## config.mk

```make
export PLATFORM = sky130hd
export DESIGN_NAME = sem_bank
export DESIGN_NICKNAME = d
export VERILOG_FILES = /design/src/rtl/sem_bank_pkg.sv /design/src/rtl/sem_port_decode.sv /design/src/rtl/sem_flag_cell.sv /design/src/rtl/sem_read_capture.sv /design/src/rtl/sem_bank.sv
export SDC_FILE = /design/constraint.sdc
export NUM_CORES = 1
export LEC_CHECK = 0
export BUFFER_PORTS_ARGS = -buffer_cell sky130_fd_sc_hd__buf_2
export CORE_MARGIN = 1
export CORE_UTILIZATION = 48
export DETAILED_ROUTE_END_ITERATION = 8
export PLACE_DENSITY = 0.92
export SLEW_MARGIN = 25
export SYNTH_ARGS = -nofsm -noshare
export SYNTH_HDL_FRONTEND = slang
export SYNTH_HIERARCHICAL = 1
export SYNTH_SLANG_ARGS = --single-unit
export TNS_END_PERCENT = 5
```

## constraint.sdc

```tcl
create_clock -name clk -period 2.7 [get_ports clk]
set_clock_uncertainty 0.1 [all_clocks]
set_input_delay 0.135 -clock clk [delete_from_list [all_inputs] [get_ports clk]]
set_output_delay 0.135 -clock clk [all_outputs]
set_load 0.005 [all_outputs]
```

## src/rtl/sem_bank_pkg.sv

```systemverilog
package sem_bank_pkg;

    localparam int unsigned FLAG_CNT   = 8;
    localparam int unsigned FLAG_IDX_W = $clog2(FLAG_CNT);

    typedef enum logic [1:0] {
        OWN_NONE  = 2'd0,
        OWN_LEFT  = 2'd1,
        OWN_RIGHT = 2'd2
    } owner_e;

    // One decoded port command. Request latches are active low: 0 = request.
    typedef struct packed {
        logic                  wr;
        logic [FLAG_IDX_W-1:0] idx;
        logic                  bit_val;
    } sem_cmd_t;

    // Ownership after this cycle's latch values are known.
    // On a same-cycle claim of a free flag the left side wins.
    function automatic owner_e next_owner(owner_e cur, logic lat_l, logic lat_r);
        owner_e nxt;
        case (cur)
            OWN_NONE:  nxt = !lat_l ? OWN_LEFT  : (!lat_r ? OWN_RIGHT : OWN_NONE);
            OWN_LEFT:  nxt =  lat_l ? (!lat_r ? OWN_RIGHT : OWN_NONE) : OWN_LEFT;
            OWN_RIGHT: nxt =  lat_r ? (!lat_l ? OWN_LEFT  : OWN_NONE) : OWN_RIGHT;
            default:   nxt = OWN_NONE;
        endcase
        return nxt;
    endfunction

endpackage

```

## src/rtl/sem_port_decode.sv

```systemverilog
module sem_port_decode
    import sem_bank_pkg::*;
#(
    parameter int unsigned ADDR_W = 13,
    parameter int unsigned DATA_W = 18
) (
    input  logic              sel,
    input  logic              rd_wr,
    input  logic [ADDR_W-1:0] addr,
    input  logic [DATA_W-1:0] wdata,
    output sem_cmd_t          cmd
);

    // Upper address bits and upper data bits take no part in semaphore access.
    logic unused_hi;
    assign unused_hi = ^{addr[ADDR_W-1:FLAG_IDX_W], wdata[DATA_W-1:1]};

    always_comb begin
        cmd.wr      = sel && !rd_wr;
        cmd.idx     = addr[FLAG_IDX_W-1:0];
        cmd.bit_val = wdata[0];
    end

endmodule

```

## src/rtl/sem_flag_cell.sv

```systemverilog
module sem_flag_cell
    import sem_bank_pkg::*;
#(
    parameter int unsigned IDX = 0
) (
    input  logic     clk,
    input  logic     rst,
    input  sem_cmd_t cmd_l,
    input  sem_cmd_t cmd_r,
    output logic     view_l,
    output logic     view_r,
    output logic     lat_l,
    output logic     lat_r
);

    localparam logic [FLAG_IDX_W-1:0] MY_IDX = IDX[FLAG_IDX_W-1:0];

    logic   lat_l_q, lat_r_q, lat_l_d, lat_r_d;
    owner_e own_q, own_d;

    always_comb begin
        lat_l_d = (cmd_l.wr && cmd_l.idx == MY_IDX) ? cmd_l.bit_val : lat_l_q;
        lat_r_d = (cmd_r.wr && cmd_r.idx == MY_IDX) ? cmd_r.bit_val : lat_r_q;
        own_d   = next_owner(own_q, lat_l_d, lat_r_d);
    end

    always_ff @(posedge clk) begin
        if (rst) begin
            lat_l_q <= 1'b1;
            lat_r_q <= 1'b1;
            own_q   <= OWN_NONE;
        end else begin
            lat_l_q <= lat_l_d;
            lat_r_q <= lat_r_d;
            own_q   <= own_d;
        end
    end

    // Active-low flag views: a side reads 0 only while it owns the token.
    assign view_l = (own_q != OWN_LEFT);
    assign view_r = (own_q != OWN_RIGHT);
    assign lat_l  = lat_l_q;
    assign lat_r  = lat_r_q;

endmodule

```

## src/rtl/sem_read_capture.sv

```systemverilog
module sem_read_capture #(
    parameter int unsigned DATA_W = 18
) (
    input  logic              clk,
    input  logic              rst,
    input  logic              sel,
    input  logic              oe,
    input  logic              rd_wr,
    input  logic              live,
    output logic [DATA_W-1:0] rdata,
    output logic              rd_en
);

    logic active, active_q, first, held_q, cur_bit;

    assign active  = sel && oe;
    assign first   = active && !active_q;
    assign cur_bit = first ? live : held_q;

    always_ff @(posedge clk) begin
        if (rst) begin
            active_q <= 1'b0;
            held_q   <= 1'b1;
        end else begin
            active_q <= active;
            if (first) begin
                held_q <= live;
            end
        end
    end

    assign rd_en = active && rd_wr;
    assign rdata = rd_en ? {DATA_W{cur_bit}} : '0;

endmodule

```

## src/rtl/sem_bank.sv

```systemverilog
module sem_bank
    import sem_bank_pkg::*;
#(
    parameter int unsigned ADDR_W = 13,
    parameter int unsigned DATA_W = 18
) (
    input  logic              clk,
    input  logic              rst,
    input  logic              l_sel,
    input  logic              l_oe,
    input  logic              l_rd_wr,
    input  logic [ADDR_W-1:0] l_addr,
    input  logic [DATA_W-1:0] l_wdata,
    output logic [DATA_W-1:0] l_rdata,
    output logic              l_rd_en,
    input  logic              r_sel,
    input  logic              r_oe,
    input  logic              r_rd_wr,
    input  logic [ADDR_W-1:0] r_addr,
    input  logic [DATA_W-1:0] r_wdata,
    output logic [DATA_W-1:0] r_rdata,
    output logic              r_rd_en
);

    sem_cmd_t            l_cmd, r_cmd;
    logic [FLAG_CNT-1:0] view_l, view_r, lat_l, lat_r;

    sem_port_decode #(.ADDR_W(ADDR_W), .DATA_W(DATA_W)) u_dec_l (
        .sel(l_sel), .rd_wr(l_rd_wr), .addr(l_addr), .wdata(l_wdata), .cmd(l_cmd)
    );

    sem_port_decode #(.ADDR_W(ADDR_W), .DATA_W(DATA_W)) u_dec_r (
        .sel(r_sel), .rd_wr(r_rd_wr), .addr(r_addr), .wdata(r_wdata), .cmd(r_cmd)
    );

    for (genvar g = 0; g < FLAG_CNT; g++) begin : g_flag
        sem_flag_cell #(.IDX(g)) u_cell (
            .clk    (clk),
            .rst    (rst),
            .cmd_l  (l_cmd),
            .cmd_r  (r_cmd),
            .view_l (view_l[g]),
            .view_r (view_r[g]),
            .lat_l  (lat_l[g]),
            .lat_r  (lat_r[g])
        );
    end

    sem_read_capture #(.DATA_W(DATA_W)) u_rd_l (
        .clk(clk), .rst(rst), .sel(l_sel), .oe(l_oe), .rd_wr(l_rd_wr),
        .live(view_l[l_cmd.idx]), .rdata(l_rdata), .rd_en(l_rd_en)
    );

    sem_read_capture #(.DATA_W(DATA_W)) u_rd_r (
        .clk(clk), .rst(rst), .sel(r_sel), .oe(r_oe), .rd_wr(r_rd_wr),
        .live(view_r[r_cmd.idx]), .rdata(r_rdata), .rd_en(r_rd_en)
    );

endmodule

```

[After elaboration in Yosys (flattened, before gate mapping)]
Cells that the tools add are included.
Storage, ports and cells
  bits in registers: 36
  bits of input ports: 70
Operators by class
  order comparisons: 2
  eq/ne operators: 46
  reductions and logical operators: 46
  multiplexer cells: 64
Operators by type and width (count)
  $mux W2: 24
  $mux W18: 2
  $pmux W2 S2: 8
  $mux W1: 28
  $eq A3 B3 Y1 const B: 8
  $logic_and A1 B1 Y1: 24
  $eq A2 B1 Y1 const B: 8
  $eq A2 B2 Y1 const B: 8
  $logic_not A2 Y1: 8
  $ne A2 B1 Y1 const B: 8
  $ne A2 B2 Y1 const B: 8
  $reduce_or A2 Y1: 8
  $eq A3 B2 Y1 const B: 4
  $lt A3 B4 Y1 const B: 2
  $bmux W1 S3: 2
  $eq A3 B1 Y1 const B: 2
  $logic_not A3 Y1: 2
  $logic_not A1 Y1: 4

[Longest topological paths before layout]
  depth in word-level cells: 7
  gate-level depth with buffers: 7
  gate-level depth less buffers: 6

[By module]
The synthesis kept the hierarchy.
Modules (own cells, without submodules)
  sem_flag_cell at g_flag[3].u_cell ...: sequential area each 80.1 µm², area an instance 221.5 µm², cells an instance 23, instances 3
  sem_flag_cell at g_flag[1].u_cell ...: sequential area each 80.1 µm², area an instance 210.2 µm², cells an instance 23, instances 3
  sem_read_capture: sequential area each 40.0 µm², area an instance 224.0 µm², cells an instance 28, instances 2
  sem_flag_cell at g_flag[0].u_cell: sequential area each 80.1 µm², area an instance 240.2 µm², cells an instance 23, instances 1
  sem_flag_cell at g_flag[7].u_cell: sequential area each 80.1 µm², area an instance 211.5 µm², cells an instance 23, instances 1
  sem_bank: sequential area each 0.0 µm², area an instance 127.6 µm², cells an instance 6, instances 1
  sem_port_decode: sequential area each 0.0 µm², area an instance 43.8 µm², cells an instance 5, instances 2

[Least setup slack after synthesis]
Ideal clock, no wire load.
  path type: register to output
  start point: register g_flag[3].u_cell.own_q[1]
  end point: output r_rdata[10]
  cell stages (with the launch flop): 7
  arrival: 1.996 ns
  data required time: 2.465 ns
  buffers on the path: 1
  path slack: 0.469 ns
  cell sequence: dfxtp_1 or2b_1 mux4_1 mux2_2 mux2i_1 and2b_1 buf_4
Between the ends
  longest elaborated chain between the ends: 5
RTL lines
  start: declaration: line sem_flag_cell.sv:19  | owner_e own_q, own_d;
  start signal: assignment: line sem_flag_cell.sv:35  | own_q <= own_d;
  $ne A2 B2 Y1: line sem_flag_cell.sv:41  | assign view_r = (own_q != OWN_RIGHT);
  named net view_r[3]: line sem_bank.sv:26  | logic [FLAG_CNT-1:0] view_l, view_r, lat_l, lat_r;
  $bmux W1 S3: line sem_bank.sv:56  | .live(view_r[r_cmd.idx]), .rdata(r_rdata), .rd_en(r_rd_en)
  $mux W1 (implied by the code): line sem_bank.sv:56
  $mux W1: line sem_read_capture.sv:18  | assign cur_bit = first ? live : held_q;
  $mux W18: line sem_read_capture.sv:33  | assign rdata = rd_en ? {DATA_W{cur_bit}} : '0;
  end: declaration: line sem_bank.sv:21  | output logic [DATA_W-1:0] r_rdata,
The timed path passes the listed nets, and every way through them passes these cells. The select of a mux whose other input is x is not followed.

[Worst setup path in the final report]
  start point: register g_flag[6].u_cell.own_q[1]
  end point: output r_rdata[5]
Between the ends
  longest elaborated chain between the ends: 5
RTL lines (line)
  start: declaration: sem_flag_cell.sv:19
  start signal: assignment: sem_flag_cell.sv:35
  $ne A2 B2 Y1: sem_flag_cell.sv:41
  named net view_r[6]: sem_bank.sv:26
  $bmux W1 S3: sem_bank.sv:56
  $mux W1 (implied by the code): sem_bank.sv:56
  $mux W1: sem_read_capture.sv:18
  $mux W18: sem_read_capture.sv:33
The timed path passes the listed nets, and every way through them passes these cells. The select of a mux whose other input is x is not followed.

==> flow_summary.yaml <==
status:
  outcome: "finished clean"
worst_setup_path:
  arrival_ns: 2.37
  crit_family: "multiplexers"
  cp_cell_sequence: "or2b_1 > mux4_1 > mux2_2 > mux2i_1 > and2b_2 > buf_2"
  cp_max_fo: 18
  slowest_delay_ns: 0.48
  worstSetupEndpointType: "output port"
  start_kind: "register"
  crit_type: "register to output port"
  path_buf_inv: 1
  crit_required_ns: 2.47
  cp_slowest_cell: "mux4_1"
route:
  drt-pass1-iter-count: 5
  drc: 0
  first_iter_violations: 129
  wl_per_cell_um: 13.6
  ant_nets: 0
  via_per_inst: 5.44
  wl_um: 4720
  vias: 1881
cells_and_area:
  antenna_cells: 0
  syn_to_final_growth_pct: 7.74
  fin_nets: 348
  drive_gt1_frac: 0.308
  nFillCells: 436
  design_area_mm2: 0.00260
  utilization: 0.542
sta:
  hold_viol: 0
  worst_slew_pin_slew_ns: 0.705
  final-setup-viol-count: 0
  slew_headroom: 0.530
  drv_slew: 0
  rsz0062_at_grt: "false"
  fin_setup_tns_ns: 0
  whs_ns: 0.0687
  fmax_mhz: 384
  period_share: 0.964
  period_needed_ns: 2.60
placed_design:
  port_buffers: 53
  dpl.hpwl_um: 3270
  place_area_mm2: 0.00244
  place_congestion: 0.753
clocking:
  clock_sinks: 36
  cts_tree: "done"
  h-tree-depth: 2
  clkTransAtPathRegs_ns: 0.07
  root_buffer: "clkbuf_8"
  postCtsSetupRepairBufs: 0
  clock_latency_ns: 0.29
  cts_buffers: 5
  cts.path.max_buffers: 2
synth:
  synthCells: 256
  ys_ff_latch: 36
  synth_cell_types: 31
  syn_nets: 326
  yosys_warnings: 6
  syn_area_mm2: 0.00241
  synth-seq-area-share: 0.299
  syn-mean-instance-area_um2: 9.41
floorplanning:
  die_w_um: 72.9
  core_region_area_mm2: 0.00479
  core.rowCount: 25
  io_pins: 108
  die_h_um: 72.9
  dieArea_mm2: 0.00531
  start_util: 0.504
min_path:
  hold_class: "primary input to register"
power_and_ir_drop:
  total_power_uw: 1150
  ir_worst_vdd_mv: 0.202
  pwr_density_cell_mw_per_mm2: 443
  p_leak_uw: 0.00114
run:
  maxCapViolations: 0
grt:
  grt_overflow: 0
  grt_max_degree: 39
  grt_pass1_vias: 1776
  antenna_found_initial: 0
  grt_first_pass_wirelength_um: 7850
  grt_usage: 0.194
worst paths after layout:
kind,start,to,cells after the start,slack [ns]
hold reg to reg,g_flag[1].u_cell/own_q[1],g_flag[1].u_cell/own_q[0],1,0.40
setup reg to reg,g_flag[6].u_cell/own_q[1],u_rd_r/held_q,5,0.80
hold / removal,r_sel,u_rd_r/held_q,3,0.07
setup / recovery,g_flag[6].u_cell/own_q[1],r_rdata[5],6,0.1
worst reg2reg max path: stages (launching register included):
cell	delay [ns]
dfxtp_1	0.45
or2b_1	0.26
mux4_1	0.48
mux2_2	0.30
nor2_1	0.11
mux2i_1	0.08
routing by layer:
layer | GRT usage | part of all wire
met5 | 0 | 0
met1 | 0.210 | 0.44
met4 | 0.0763 | 0.016
met2 | 0.353 | 0.49
met3 | 0.0580 | 0.055
power by group:
| group | internal, uW | total (uW) | switching, uW | leakage [uW] |
|---|---|---|---|---|
| sequential | 539 | 545 | 6.42 | 0.000292 |
| clock | 274 | 463 | 189 | 0.0000552 |
| combinational | 63.1 | 143 | 80.0 | 0.000788 |
| total | 875 | 1150 | 276 | 0.00114 |
repair_timing:
action	CTS	global route
endpoints found under the hold margin	2	0
endpoints found under the setup margin	0	18
resized for setup	0	3
hold buffers	4	0
cell families after synthesis:
logic type,share of synthesized area
buffers and inverters,0.143
DFF,0.299
AOI/OAI and AO/OA,0.0976
and+or+nand+nor,0.324
muxes,0.136
cell usage in the layout (no fill, tap or decap), types with 2 or more instances in the layout:
cell type | Yosys | final
and3_1 | 2 | 2
and4bb_2 | 3 | 3
a211oi_1 | 8 | 8
nand2_1 | 10 | 10
nand2b_1 | 13 | 13
a311oi_1 | 4 | 4
a311oi_2 | 4 | 4
nand3b_1 | 2 | 2
mux4_1 | 4 | 4
nor3_1 | 4 | 4
nand4_2 | 2 | 2
nor2b_4 | 3 | 3
buf_2 | 0 | 53
nand4b_1 | 3 | 3
nor3b_1 | 4 | 4
mux2_2 | 2 | 2
or3b_1 | 3 | 3
nor2_2 | 3 | 3
nor4b_4 | 2 | 2
inv_1 | 8 | 8
nor2_1 | 39 | 39
dfxtp_1 | 36 | 35
clkbuf_8 | 0 | 5
o211ai_1 | 4 | 4
dlygate4sd3_1 | 0 | 4
or2b_1 | 3 | 3
nand4b_4 | 3 | 3
mux2i_1 | 20 | 20
a21oi_1 | 8 | 8
nor2b_1 | 11 | 10
and4bb_1 | 3 | 3
cell usage after synthesis:
library cell,number,share of area
o211ai_1,4,0.012
nor2b_1,11,0.029
a21oi_1,8,0.017
nand2_1,10,0.016
or3b_1,3,0.011
and2b_1,2,0.0062
nor2_2,3,0.0078
nor3_1,4,0.0083
nor2b_4,3,0.017
dfxtp_1,36,0.30
and4bb_2,3,0.016
nand4b_1,3,0.011
mux4_1,4,0.044
nand3b_1,2,0.0062
a311oi_2,4,0.025
buf_4,42,0.13
or2b_1,3,0.0093
and4bb_1,3,0.016
nor2_1,39,0.061
a211o_2,1,0.0042
a311oi_1,4,0.015
nand4_2,2,0.010
a211oi_1,8,0.025
nor4b_4,2,0.020
mux2i_1,20,0.083
and3_1,2,0.0052
nand2b_1,13,0.034
nand4b_4,3,0.030
inv_1,8,0.012
nor3b_1,4,0.012
mux2_2,2,0.0093
sequential cells by signal (all words and copies together) (netlist names):
| name | count |
|---|---|
| u_rd_l/held_q | 1 |
| u_rd_r/active_q | 1 |
| u_rd_r/held_q | 1 |
| u_rd_l/active_q | 1 |
| g_flag.u_cell/lat_l | 8 |
| g_flag.u_cell/lat_r | 8 |
| g_flag.u_cell/own_q | 16 |
per-stage QoR:
step	std cells	worst slack [ns]
after global placement	334	0.420
after detailed placement	334	0.372
after floorplan	256	0.469
after global routing	346	0.00366
final	346	0.0965
after CTS	346	0.0311
area by class of cell:
class                      instances  area [um2]  area share
multi-input combinational        170        1350       0.519
sequential                        36         722       0.278
timing repair buffer              57         305       0.118
tap                               67        83.8      0.0323
clock buffer                       6        72.6      0.0280
clock inverter                     2        35.0      0.0135
inverter                           8        30.0      0.0116
Power figures use the tool's default switching activity.
